$ cat src/rtl/usb_alt_pkg.sv
package usb_alt_pkg;
    localparam int RANGE_W  = 3;
    localparam int NUM_IF   = (1 << RANGE_W) + 1;
    localparam int IFNUM_W  = $clog2(NUM_IF);
    localparam int ALT_W    = 3;
    localparam int FIVE_MAX = 4;
    localparam int TWO_MAX  = 1;

    localparam logic [7:0] REQ_GET_ALT = 8'h0A;
    localparam logic [7:0] REQ_SET_ALT = 8'h0B;

    // One nibble of the link register: {route_to_0, code[1:0], enable}
    typedef struct packed {
        logic       to_if0;
        logic [1:0] code;
        logic       en;
    } grp_cfg_t;

    typedef struct packed {
        logic [7:0] rng;
        logic [7:0] lnk;
    } cfg_t;

    function automatic logic [IFNUM_W-1:0] grp_target(grp_cfg_t g);
        logic [IFNUM_W-1:0] t;
        if (g.to_if0) t = '0;
        else          t = IFNUM_W'(g.code) + IFNUM_W'(1);
        return t;
    endfunction
endpackage

$ cat src/rtl/alt_cfg_regs.sv
module alt_cfg_regs
    import usb_alt_pkg::*;
(
    input  logic       clk,
    input  logic       rst_n,
    input  logic       reg_wr,
    input  logic       reg_addr,
    input  logic [7:0] reg_wdata,
    output logic [7:0] reg_rdata,
    output logic [7:0] range_q,
    output logic [7:0] link_q
);
    cfg_t cfg_d, cfg_q;

    always_comb begin
        cfg_d = cfg_q;
        if (reg_wr) begin
            if (reg_addr) cfg_d.lnk = reg_wdata;
            else          cfg_d.rng = reg_wdata;
        end
    end

    always_ff @(posedge clk or negedge rst_n) begin
        if (!rst_n) cfg_q <= '0;
        else        cfg_q <= cfg_d;
    end

    assign range_q   = cfg_q.rng;
    assign link_q    = cfg_q.lnk;
    assign reg_rdata = reg_addr ? cfg_q.lnk : cfg_q.rng;


    range_write_chk: assert property (@(posedge clk) disable iff (!rst_n)
        (reg_wr && !reg_addr) |=> (range_q == $past(reg_wdata)));

    link_write_chk: assert property (@(posedge clk) disable iff (!rst_n)
        (reg_wr && reg_addr) |=> (link_q == $past(reg_wdata)));
endmodule

$ cat src/rtl/alt_limit_decode.sv
module alt_limit_decode
    import usb_alt_pkg::*;
#(
    parameter int N_IF  = NUM_IF,
    parameter int IDX_W = IFNUM_W,
    parameter int AW    = ALT_W
) (
    input  logic [7:0]                 range_q,
    input  logic [7:0]                 link_q,
    output logic [IDX_W-1:0]           last_if,
    output logic [N_IF-1:0][AW-1:0]    limit
);
    grp_cfg_t           g_two, g_five;
    logic [IDX_W-1:0]   t_two, t_five;
    logic               act_two, act_five;

    always_comb begin
        last_if  = IDX_W'(range_q[RANGE_W-1:0]) + IDX_W'(1);
        g_two    = grp_cfg_t'(link_q[7:4]);
        g_five   = grp_cfg_t'(link_q[3:0]);
        t_two    = grp_target(g_two);
        t_five   = grp_target(g_five);
        act_two  = g_two.en  && (t_two  <= last_if);
        act_five = g_five.en && (t_five <= last_if);
    end

    for (genvar i = 0; i < N_IF; i++) begin : g_lim
        always_comb begin
            if (act_five && (t_five == IDX_W'(i)))     limit[i] = AW'(FIVE_MAX);
            else if (act_two && (t_two == IDX_W'(i)))  limit[i] = AW'(TWO_MAX);
            else                                       limit[i] = '0;
        end
    end
endmodule

$ cat src/rtl/alt_setting_store.sv
module alt_setting_store
    import usb_alt_pkg::*;
#(
    parameter int N_IF  = NUM_IF,
    parameter int IDX_W = IFNUM_W,
    parameter int AW    = ALT_W
) (
    input  logic                       clk,
    input  logic                       rst_n,
    input  logic                       bus_reset,
    input  logic                       wr_en,
    input  logic [IDX_W-1:0]           wr_idx,
    input  logic [AW-1:0]              wr_val,
    output logic [N_IF-1:0][AW-1:0]    cur
);
    typedef struct packed {
        logic [N_IF-1:0][AW-1:0] alt;
    } store_t;

    store_t st_d, st_q;

    always_comb begin
        st_d = st_q;
        if (bus_reset) begin
            st_d.alt = '0;
        end else if (wr_en) begin
            for (int i = 0; i < N_IF; i++) begin
                if (wr_idx == IDX_W'(i)) st_d.alt[i] = wr_val;
            end
        end
    end

    always_ff @(posedge clk or negedge rst_n) begin
        if (!rst_n) st_q <= '0;
        else        st_q <= st_d;
    end

    assign cur = st_q.alt;


    bus_reset_clear_chk: assert property (@(posedge clk) disable iff (!rst_n)
        bus_reset |=> (cur == '0));

    hold_when_idle_chk: assert property (@(posedge clk) disable iff (!rst_n)
        (!wr_en && !bus_reset) |=> $stable(cur));
endmodule

$ cat src/rtl/usb_altset_responder.sv
module usb_altset_responder
    import usb_alt_pkg::*;
(
    input  logic        clk,
    input  logic        rst_n,
    input  logic        bus_reset,
    input  logic        reg_wr,
    input  logic        reg_addr,
    input  logic [7:0]  reg_wdata,
    output logic [7:0]  reg_rdata,
    input  logic        setup_valid,
    input  logic [7:0]  setup_req,
    input  logic [15:0] setup_value,
    input  logic [15:0] setup_index,
    output logic        resp_ack,
    output logic        resp_stall,
    output logic [7:0]  resp_data
);
    localparam int N_IF  = NUM_IF;
    localparam int IDX_W = IFNUM_W;
    localparam int AW    = ALT_W;

    typedef struct packed {
        logic       ack;
        logic       stall;
        logic [7:0] data;
    } resp_t;

    logic [7:0]              range_q, link_q;
    logic [IDX_W-1:0]        last_if;
    logic [N_IF-1:0][AW-1:0] limit, cur;

    logic                    is_get, is_set, handle, idx_ok, get_ok, set_ok;
    logic [IDX_W-1:0]        idx_sel;
    logic                    wr_en;
    resp_t                   rsp_d, rsp_q;

    alt_cfg_regs u_cfg (
        .clk       (clk),
        .rst_n     (rst_n),
        .reg_wr    (reg_wr),
        .reg_addr  (reg_addr),
        .reg_wdata (reg_wdata),
        .reg_rdata (reg_rdata),
        .range_q   (range_q),
        .link_q    (link_q)
    );

    alt_limit_decode #(.N_IF(N_IF), .IDX_W(IDX_W), .AW(AW)) u_dec (
        .range_q (range_q),
        .link_q  (link_q),
        .last_if (last_if),
        .limit   (limit)
    );

    alt_setting_store #(.N_IF(N_IF), .IDX_W(IDX_W), .AW(AW)) u_store (
        .clk       (clk),
        .rst_n     (rst_n),
        .bus_reset (bus_reset),
        .wr_en     (wr_en),
        .wr_idx    (idx_sel),
        .wr_val    (setup_value[AW-1:0]),
        .cur       (cur)
    );

    always_comb begin
        is_get  = (setup_req == REQ_GET_ALT);
        is_set  = (setup_req == REQ_SET_ALT);
        handle  = setup_valid && range_q[7] && (is_get || is_set);
        idx_ok  = (setup_index <= 16'(last_if));
        idx_sel = idx_ok ? setup_index[IDX_W-1:0] : '0;
        get_ok  = is_get && idx_ok;
        set_ok  = is_set && idx_ok && (setup_value <= 16'(limit[idx_sel]));
        wr_en   = handle && set_ok;

        rsp_d       = '0;
        rsp_d.ack   = handle && (get_ok || set_ok);
        rsp_d.stall = handle && !(get_ok || set_ok);
        if (handle && get_ok) rsp_d.data = 8'(cur[idx_sel]);
    end

    always_ff @(posedge clk or negedge rst_n) begin
        if (!rst_n) rsp_q <= '0;
        else        rsp_q <= rsp_d;
    end

    assign resp_ack   = rsp_q.ack;
    assign resp_stall = rsp_q.stall;
    assign resp_data  = rsp_q.data;


    ack_stall_excl_chk: assert property (@(posedge clk) disable iff (!rst_n)
        !(resp_ack && resp_stall));

    resp_needs_strobe_chk: assert property (@(posedge clk) disable iff (!rst_n)
        (resp_ack || resp_stall) |-> $past(setup_valid));

    strobe_gets_resp_chk: assert property (@(posedge clk) disable iff (!rst_n)
        (setup_valid && range_q[7] && (is_get || is_set)) |=> (resp_ack || resp_stall));

    disabled_silent_chk: assert property (@(posedge clk) disable iff (!rst_n)
        (setup_valid && !range_q[7]) |=> !(resp_ack || resp_stall));

    set_ack_bound_chk: assert property (@(posedge clk) disable iff (!rst_n)
        (resp_ack && $past(setup_req) == REQ_SET_ALT) |-> ($past(setup_value) <= 16'(FIVE_MAX)));

    idx_range_stall_chk: assert property (@(posedge clk) disable iff (!rst_n)
        (handle && !idx_ok) |=> resp_stall);
endmodule

$ cat config.mk
export PLATFORM = sky130hd
export DESIGN_NAME = usb_altset_responder
export DESIGN_NICKNAME = d
export VERILOG_FILES = /design/src/rtl/usb_alt_pkg.sv /design/src/rtl/alt_cfg_regs.sv /design/src/rtl/alt_limit_decode.sv /design/src/rtl/alt_setting_store.sv /design/src/rtl/usb_altset_responder.sv
export SDC_FILE = /design/constraint.sdc
export NUM_CORES = 1
export LEC_CHECK = 0
export BUFFER_PORTS_ARGS = -buffer_cell sky130_fd_sc_hd__buf_2
export CAP_MARGIN = 10
export CORE_AREA = 2 2 83 85
export CTS_CLUSTER_SIZE = 28
export DETAILED_ROUTE_END_ITERATION = 6
export DIE_AREA = 0 0 85 87
export MAX_ROUTING_LAYER = met4
export PLACE_DENSITY = 0.77
export REMOVE_ABC_BUFFERS = 1
export SLEW_MARGIN = 10
export SYNTH_ARGS = -nofsm -noshare
export SYNTH_HDL_FRONTEND = slang
export SYNTH_SLANG_ARGS = --single-unit
$ cat constraint.sdc
create_clock -name clk -period 5.9 [get_ports clk]
set_clock_uncertainty 0.2 [all_clocks]
set_input_delay 1.77 -clock clk [delete_from_list [all_inputs] [get_ports clk]]
set_output_delay 1.77 -clock clk [all_outputs]
set_load 0.01 [all_outputs]
== After elaboration in Yosys (flattened, before gate mapping) ==
Index checks and enable logic that the tools add are counted.
Word-level totals
  logic and storage cells: 143
  flip-flop bits (word level): 48
  output and inout bits: 18
Operators by class
  bitwise gates (word level): 1
  eq/ne operators: 26
  reduce and logical (&&, ||, !) cells: 56
  mux-type cells: 38
  add/sub/neg operators: 3
  $lt $le $gt $ge: 5
Operators with widths (number)
  $mux W3: 21
  $mux W27: 2
  $eq A4 B3 Y1 const B: 12
  $logic_and A1 B1 Y1: 29
  $bmux W3 S4: 2
  $eq A4 B2 Y1 const B: 6
  $reduce_and A2 Y1: 11
  $reduce_bool A2 Y1: 10
  $eq A8 B4 Y1 const B: 2
  $le A16 B3 Y1: 1
  $le A16 B4 Y1: 1
  $eq A4 B1 Y1 const B: 3
  $eq A4 B4 Y1 const B: 3
  $logic_not A4 Y1: 3
  $mux W4: 3
  $mux W1: 9
  $le A4 B4 Y1: 2
  $mux W8: 1
  $add A2 B1 Y3 const B: 2
  $lt A4 B5 Y1 const B: 1
  $add A3 B1 Y4 const B: 1
  $logic_or A1 B1 Y1: 2
  $logic_not A1 Y1: 1
  $not A1 Y1: 1

== Logic depth before layout (Yosys ltp) ==
Gate-level depths: netlist (run 1).
  depth in word-level cells: 14
  gate-level depth with buffers: 20
  gate-level depth less buffers: 19

== By module ==
Synthesis (run 1) repeated with hierarchy kept, for this count alone.
Unflattened totals
  cells, all modules: 344
  area total of the unflattened synthesis: 3643.5 um^2
By module, submodules not included
  alt_setting_store: cells an instance 104, times used 1, sequential area each 675.6 um^2, area each 1253.7 um^2
  usb_altset_responder: cells an instance 119, times used 1, sequential area each 125.1 um^2, area each 999.7 um^2
  alt_cfg_regs: cells an instance 44, times used 1, sequential area each 400.4 um^2, area each 747.0 um^2
  alt_limit_decode: cells an instance 77, times used 1, sequential area each 0.0 um^2, area each 643.1 um^2

== Worst setup path after synthesis (run 1) ==
Ideal clock, no wire load.
  path type: input port to flip-flop
  start: input port setup_index[3]
  end: register u_store.st_q (netlist bit u_store.cur[10])
  slack: -0.037 ns
  stages: 15
  arrival: 5.606 ns
  setup time: 0.132 ns
  path through: ha_1 and3b_1 a32o_2 nor4_1 nand2_1 or4b_2 o211ai_1 o21ai_0 ha_1 o21ai_0 nand4_1 or4_4 nor3_4 mux2i_1 nor2_1
Between the ends
  longest elaborated chain between the ends: 9
  elaborated cells on any way between the ends: 12
Ends and longest elaborated chain
  start, declared: line usb_altset_responder.sv:14  | input logic [15:0] setup_index,
  $le A16 B4 Y1: line usb_altset_responder.sv:70  | idx_ok = (setup_index <= 16'(last_if));
  $mux W4: line usb_altset_responder.sv:71  | idx_sel = idx_ok ? setup_index[IDX_W-1:0] : '0;
  $bmux W3 S4: line usb_altset_responder.sv:73  | set_ok = is_set && idx_ok && (setup_value <= 16'(limit[idx_sel]));
  $mux W3 (not written as such): line usb_altset_responder.sv:73
  $le A16 B3 Y1: line usb_altset_responder.sv:73
  $logic_and A1 B1 Y1: line usb_altset_responder.sv:73
  $logic_and A1 B1 Y1: line usb_altset_responder.sv:74  | wr_en = handle && set_ok;
  $reduce_bool A2 Y1 (no source line)
  $reduce_and A2 Y1 (no source line) *
  end signal, assigned: line alt_setting_store.sv:35  | else st_q <= st_d;
  end, declared: line alt_setting_store.sv:20  | store_t st_d, st_q;
Mark *: on every way between the ends. The rest lies on a longest branch, timed or not. The select of a mux whose other input is x is not followed.
A chain may end at the register's enable or synchronous reset.

== Worst setup path in the final report (run 1) ==
  start: input port setup_index[2]
  end: register u_store.st_q (netlist bit u_store.cur[11])
Same word-level chain as after synthesis.

==> flow_summary_export.csv, run 1 <==
group,metric,value,unit
die,ioPinCount,72,
clock_network,cts_resized,0,
placement,port_buffers,66,
critical_path,critPathKind,"input pin to flop",
critical_path,rr_worst_depth,19,
clock_network,numCtsBuffers,5,
placement,postPlaceCellArea,3625,µm²
global_routing,top_usage_layer,"met2",
global_routing,grt_pass1_wl,12.92,mm
layout,areaGrowthSynthToFinish,18.49,%
timing,fmax,176.0,MHz
clock_network,cts_sinks,48,
synthesis,synth_edf_count,0,
die,die_w,85,µm
synthesis,synth_area,3173,µm²
timing,setup-tns-final,0,ns
critical_path,path_delay_family,"simple AND/OR/NAND/NOR gates",
routing,first_iter_violations,285,
die,start_util,0.4830,
synthesis,synthFlopType,"dfrtp_1",
synthesis,netlist.area_leader.share,0.3785,
timing,hold_violations,0,
critical_path,end_kind,"flop",
global_routing,antenna_found_initial,0,
clock_network,root_buffer,"clkbuf_8",
synthesis,syn_area_per_cell,9.388,µm²
routing,via_count,2870,
layout,finalInstanceArea,3760,µm²
power_and_ir_drop,p_switching,262.8,µW
power_and_ir_drop,p_per_area,214.5,nW/µm²
layout,nets,480,
global_routing,track_usage,0.2231,
synthesis,synth_most_common_cell,"dfrtp_1",
critical_path,regToRegStartpoint,"u_cfg.link_q[1]",
power_and_ir_drop,netSwitchingFraction,0.3259,
global_routing,gr-total-overflow,0,
clock_network,cts_tree,"done",
critical_path,start_kind,"input pin",
synthesis,ys_ff_latch,48,
routing,viasPerCell,5.822,
global_routing,grt_util_met3,0.03318,
critical_path,crit_chain,"buf_2 -> ha_1 -> and3b_1 -> a32o_2 -> buf_4 -> nor4_2 -> buf_4 -> a311oi_1 -> a31oi_1 -> o22a_1 -> o21ai_0 -> ha_1 -> nor2_1 -> o21ai_0 -> nand4_1 -> or4_4 -> nor3_4 -> mux2i_1 -> nor2_1",
clock_network,postCtsSetupRepairBufs,0,
hold_path,hold_path_class,"flop to flop",
timing,fin_crit,5.683,ns
run_status,outcome,"completed",
power_and_ir_drop,p_leak,1.769,nW
clock_network,clk-insertion-delay-late,0.30,ns
placement,place.detailed.hpwl,6.051,mm
timing,setup_viol,0,
critical_path,cpPeakStageDelay,0.51,ns
power_and_ir_drop,power.total,806.4,µW
routing,wirelength,7.944,mm
power_and_ir_drop,vdd_drop_max,0.1112,mV
power_and_ir_drop,pwr-share-seq,0.451,
clock_network,clkSlewWorstSetupHoldPaths,0.10,ns
synthesis,yosysSeqAreaShare,0.3785,
global_routing,grt_max_degree,49,
power_and_ir_drop,pwr-share-comb,0.284,
critical_path,r2r_slack,0.58,ns
clock_network,h-tree-depth,2,
clock_network,cts_hold_buf,0,
global_routing,grt_util_met1,0.2831,
critical_path,cp.depth,19,
die,core,6569,µm²
routing,drcViolationCount,0,
synthesis,synth_common_cells,"dfrtp_1 (48), nor2_1 (38), nand2_1 (28), mux2_2 (24), mux2i_1 (24)",
critical_path,r2r-end,"u_store.cur[11]",
critical_path,cp.buffers_inverters,3,
routing,wire_per_inst,16.11,µm
timing,tightest_slew,0.8246,ns
synthesis,async_flop_share,1.000,
layout,insertedDiodeCount,0,
global_routing,grt_pass1_vias,2836,
synthesis,postSynthCellCount,338,
synthesis,synth_cell_types,62,
layout,drive_above_1_share,0.3099,
routing,dr.pass1.iters,4,
power_and_ir_drop,internal-power,543.6,µW
layout,fin_util,0.5724,
flow_run,max-cap-violations,0,
die,die_area,7395,µm²
critical_path,arrival,5.66,ns
synthesis,ys_top_cells_by_area,"dfrtp_1 (38%), mux2_2 (8.5%), mux2i_1 (7.6%), ha_1 (5.5%), nor2_1 (4.5%)",
timing,slew_viol_final,0,
layout,fill_cells,586,
timing,relSlewSlack,0.4453,
critical_path,cp-endpoint,"u_store.cur[11]",
critical_path,cp_max_fo,8,
critical_path,crit_required,5.88,ns
layout,ff_latch_area,1201,µm²
die,die_h,87,µm
layout,multiInputGateArea,1854,µm²
power_and_ir_drop,clkPwrFrac,0.265,
global_routing,grt_util_met2,0.3736,
hold_path,hold_depth,1,
clock_network,cts.path.max_buffers,2,
routing,ant_nets,0,
hold_path,min-delay-start,"u_cfg.range_q[6]",
critical_path,crit_path_top_delay_cell,"or4_4",
die,rows,30,
synthesis,synth.largest_area_cell,"dfrtp_1",
synthesis,ys_warn_count,0,
timing,grt_setup_unrepaired,"no",
timing,fin_crit_sh,0.9631,
placement,gp_congestion,0.9145,
critical_path,cp-startpoint,"setup_index[2]",
per-stage QoR:
step	setup WS, ns	hold slack, ns	cells
floorplan	-0.02416	0.2767	322
global placement	0.1134	0.2847	484
detailed placement	-0.04445	0.2959	484
CTS	0.2621	0.3183	492
global route	0.0007181	0.3334	493
finish	0.2174	0.3155	493
worst register-to-register path: stages, from the launching register on:
cell      delay (ns)
dfrtp_1         0.53
ha_1            0.43
inv_1           0.13
nor2_1          0.08
ha_1            0.30
nand3_1         0.08
and2_1          0.18
a21boi_0        0.67
a311oi_1        0.19
mux2_2          0.30
o211ai_1        0.15
o21ai_0         0.13
ha_1            0.31
nor2_1          0.05
o21ai_0         0.27
nand4_1         0.19
or4_4           0.51
nor3_4          0.22
mux2i_1         0.22
nor2_1          0.06
kinds of logic (layout without fill, tap and decap cells):
| logic type | Yosys count | in the layout | synth area share |
|---|---|---|---|
| buffers and inverters | 28 | 99 | 0.04535 |
| multiplexers | 48 | 48 | 0.1609 |
| AO/OA/AOI/OAI | 65 | 65 | 0.1305 |
| XOR/XNOR | 3 | 3 | 0.008282 |
| flip-flops | 48 | 48 | 0.3785 |
| AND/OR/NAND/NOR | 131 | 131 | 0.2200 |
| other | 1 | 5 | 0.001182 |
| adder cells (fa/ha/maj) | 14 | 14 | 0.05521 |
sequential cells by signal, summed over array words and instances (netlist names):
signal and flops:
resp_ack 1, resp_data 3, resp_stall 1, u_cfg.link_q 8
u_cfg.range_q 8, u_store.cur 27
placed cells by master (no fill, tap or decap), types with 6 or more instances in the layout:
master / instances
mux2_2: 24
nand2_1: 28
inv_1: 7
mux2i_1: 24
o21ai_0: 17
nor3_1: 6
ha_1: 14
a21oi_1: 20
dfrtp_1: 48
nand3_1: 9
buf_2: 66
clkbuf_8: 6
nor4_1: 10
nor2_1: 38
buf_4: 16
worst min path at each step:
| stage | slack, ns | end |
|---|---|---|
| after detailed placement | 0.30 | u_cfg.range_q[6] |
| final | 0.32 | u_cfg.range_q[6] |
| after global placement | 0.28 | u_cfg.range_q[6] |
| after floorplan | 0.28 | u_cfg.range_q[3] |
| after CTS | 0.32 | u_cfg.range_q[6] |
| after global routing | 0.33 | u_cfg.range_q[6] |
layout make-up:
type / count / area share
clock buffers: 6 / 0.02196
clock inverters: 2 / 0.003661
well taps: 80 / 0.02662
repair buffers: 83 / 0.1271
inverters: 8 / 0.007987
flip-flops and latches: 48 / 0.3195
multi-input cells: 266 / 0.4932
routing by layer:
layer	up-vias	part of all wire
met3	8	0.065
met5	-	0
li1	1391	-
met4	0	0.011
met2	106	0.48
met1	1365	0.44
power by group through the flow:
stage | logic, mW | clock network (mW) | registers [mW]
floorplan | 0.145 | 0 | 0.364
global placement | 0.217 | 0 | 0.369
detailed placement | 0.225 | 0 | 0.370
CTS | 0.226 | 0.217 | 0.364
global route | 0.259 | 0.230 | 0.367
finish | 0.229 | 0.214 | 0.364
Power figures use the tool's default switching activity.
==> run 2, diff against run 1 <==
CORE_AREA = 2 2 84 86   (was 2 2 83 85)
DIE_AREA = 0 0 86 88   (was 0 0 85 87)
PLACE_DENSITY = 0.79   (was 0.77)
clock period = 4.6 ns   (was 5.9 ns; I/O delays follow)
==> flow_summary_export.csv, run 2 (same netlist as run 1, synthesis figures left out) <==
group,metric,value,unit
run_status,outcome,"complete, but fails checks",
run_status,failed_checks,"negative setup slack",
critical_path,r2r_slack,-0.05,ns
hold_path,min-delay-start,"u_cfg.range_q[4]",
global_routing,track_usage,0.2365,
global_routing,grt_max_degree,49,
power_and_ir_drop,p_per_area,263.9,nW/µm²
routing,first_iter_violations,339,
timing,fin_crit_sh,1.056,
timing,setup_viol,27,
routing,drcViolationCount,0,
clock_network,cts_tree,"done",
hold_path,whs_endpoint,"u_cfg.range_q[4]",
routing,ant_nets,0,
layout,final_common_cell,"buf_2",
die,die_area,7568,µm²
global_routing,grt_pass1_wl,13.77,mm
layout,drive_above_1_share,0.4186,
critical_path,cpPeakStageDelay,0.47,ns
hold_path,hold_depth,1,
layout,nets,509,
clock_network,cts.path.max_buffers,2,
global_routing,grt_pass1_vias,3009,
die,core,6644,µm²
timing,setup-tns-final,-4.447,ns
layout,areaGrowthSynthToFinish,32.53,%
placement,port_buffers,66,
critical_path,rr_worst_depth,20,
layout,fin_util,0.6330,
die,rows,30,
routing,via_count,3095,
clock_network,h-tree-depth,2,
timing,fin_crit,4.858,ns
layout,insertedDiodeCount,0,
clock_network,cts_sinks,48,
clock_network,cts_hold_buf,0,
placement,place_ws,-0.9097,ns
routing,dr.pass1.iters,5,
placement,place.detailed.hpwl,6.137,mm
timing,tightest_slew,1.085,ns
hold_path,hold_path_class,"flop to flop",
die,die_h,88,µm
critical_path,cp_max_fo,5,
critical_path,regToRegStartpoint,"u_cfg.range_q[0]",
timing,whs,0.3127,ns
critical_path,crit_required,4.57,ns
layout,final_cell_mix,"buf_2 (63), dfrtp_1 (48), buf_4 (42)",
routing,wire_per_inst,16.52,µm
routing,wirelength,8.623,mm
timing,grt_setup_unrepaired,"yes",
critical_path,r2r-end,"u_store.cur[10]",
flow_run,max-cap-violations,0,
critical_path,arrival,4.83,ns
clock_network,numCtsBuffers,5,
global_routing,antenna_found_initial,0,
clock_network,root_buffer,"clkbuf_8",
timing,relSlewSlack,0.2768,
die,start_util,0.4776,
critical_path,crit_chain,"buf_6 -> ha_4 -> and3b_1 -> a32o_2 -> buf_6 -> nor3_4 -> buf_6 -> nand2_4 -> mux2_4 -> o211ai_1 -> o21ai_2 -> ha_4 -> nor2_2 -> o21ai_2 -> nand4_1 -> or4_4 -> nor3_4 -> mux2i_1 -> nor2_1",
global_routing,gr-total-overflow,0,
critical_path,crit_path_top_delay_cell,"or4_4",
power_and_ir_drop,p_leak,2.018,nW
power_and_ir_drop,power.total,1.110,mW
clock_network,clkSlewWorstSetupHoldPaths,0.09,ns
timing,hold_violations,0,
routing,viasPerCell,5.929,
power_and_ir_drop,vdd_drop_max,0.1312,mV
layout,largest_register_ff_count,27,
timing,fin_ws,-0.2576,ns
die,ioPinCount,72,
critical_path,cp_common_cell,"buf_6",
timing,fmax,205.9,MHz
clock_network,clk-insertion-delay-late,0.30,ns
placement,gp_congestion,0.9679,
die,die_w,86,µm
critical_path,start_kind,"input pin",
timing,slew_viol_final,0,
critical_path,critPathKind,"input pin to flop",
critical_path,end_kind,"flop",
[run 2: stage by stage]
stage / cells / area, µm²
2_1_floorplan: 322 / 3074
3_3_place_gp: 504 / 3775
3_5_place_dp: 504 / 3775
4_1_cts: 521 / 4121
5_1_grt: 522 / 4205
6_report: 522 / 4205
[run 2: routing by layer]
| layer | global-route usage | share of wire | vias to the layer above |
|---|---|---|---|
| met1 | 0.2885 | 0.42 | 1468 |
| met5 | - | 0 | - |
| met4 | 0.08802 | 0.018 | 0 |
| li1 | - | - | 1449 |
| met3 | 0.04713 | 0.072 | 16 |
| met2 | 0.3890 | 0.48 | 162 |
[run 2: how the worst max path moves through the flow]
stage | from | endpoint | depth (start not counted)
floorplan | setup_index[3] | u_store.cur[10] | 15
global placement | setup_index[3] | u_store.cur[10] | 16
detailed placement | setup_index[3] | u_store.cur[10] | 16
CTS | setup_index[3] | u_store.cur[10] | 19
global route | setup_index[0] | u_store.cur[11] | 20
finish | setup_index[2] | u_store.cur[10] | 19
[run 2: final cells by class]
type / instances / area (µm²)
fillers: 510 / 2439
multi-input cells: 266 / 2061
flip-flops and latches: 48 / 1201
repair buffers: 112 / 709.4
well taps: 80 / 100.1
clock buffers: 6 / 82.58
inverters: 8 / 37.54
clock inverters: 2 / 13.76
[run 2: critical path: cells and delay by family]
family	cells	cell delay, ns
buffers and inverters	3	0.39
adders and majority gates	2	0.50
and+or+nand+nor	8	1.34
AOI/OAI and AO/OA	4	0.69
muxes	2	0.53
[run 2: report_power, final]
group | switching, mW | internal [mW]
combinational | 0.201 | 0.177
clock | 0.149 | 0.123
sequential | 0.0178 | 0.442
total | 0.368 | 0.742
[run 2: what timing repair did]
item	4_1_cts	5_1_grt
setup endpoints to repair	27	27
resized for setup	43	18
pin swaps	22	18
setup buffers	9	2
cloned	0	0
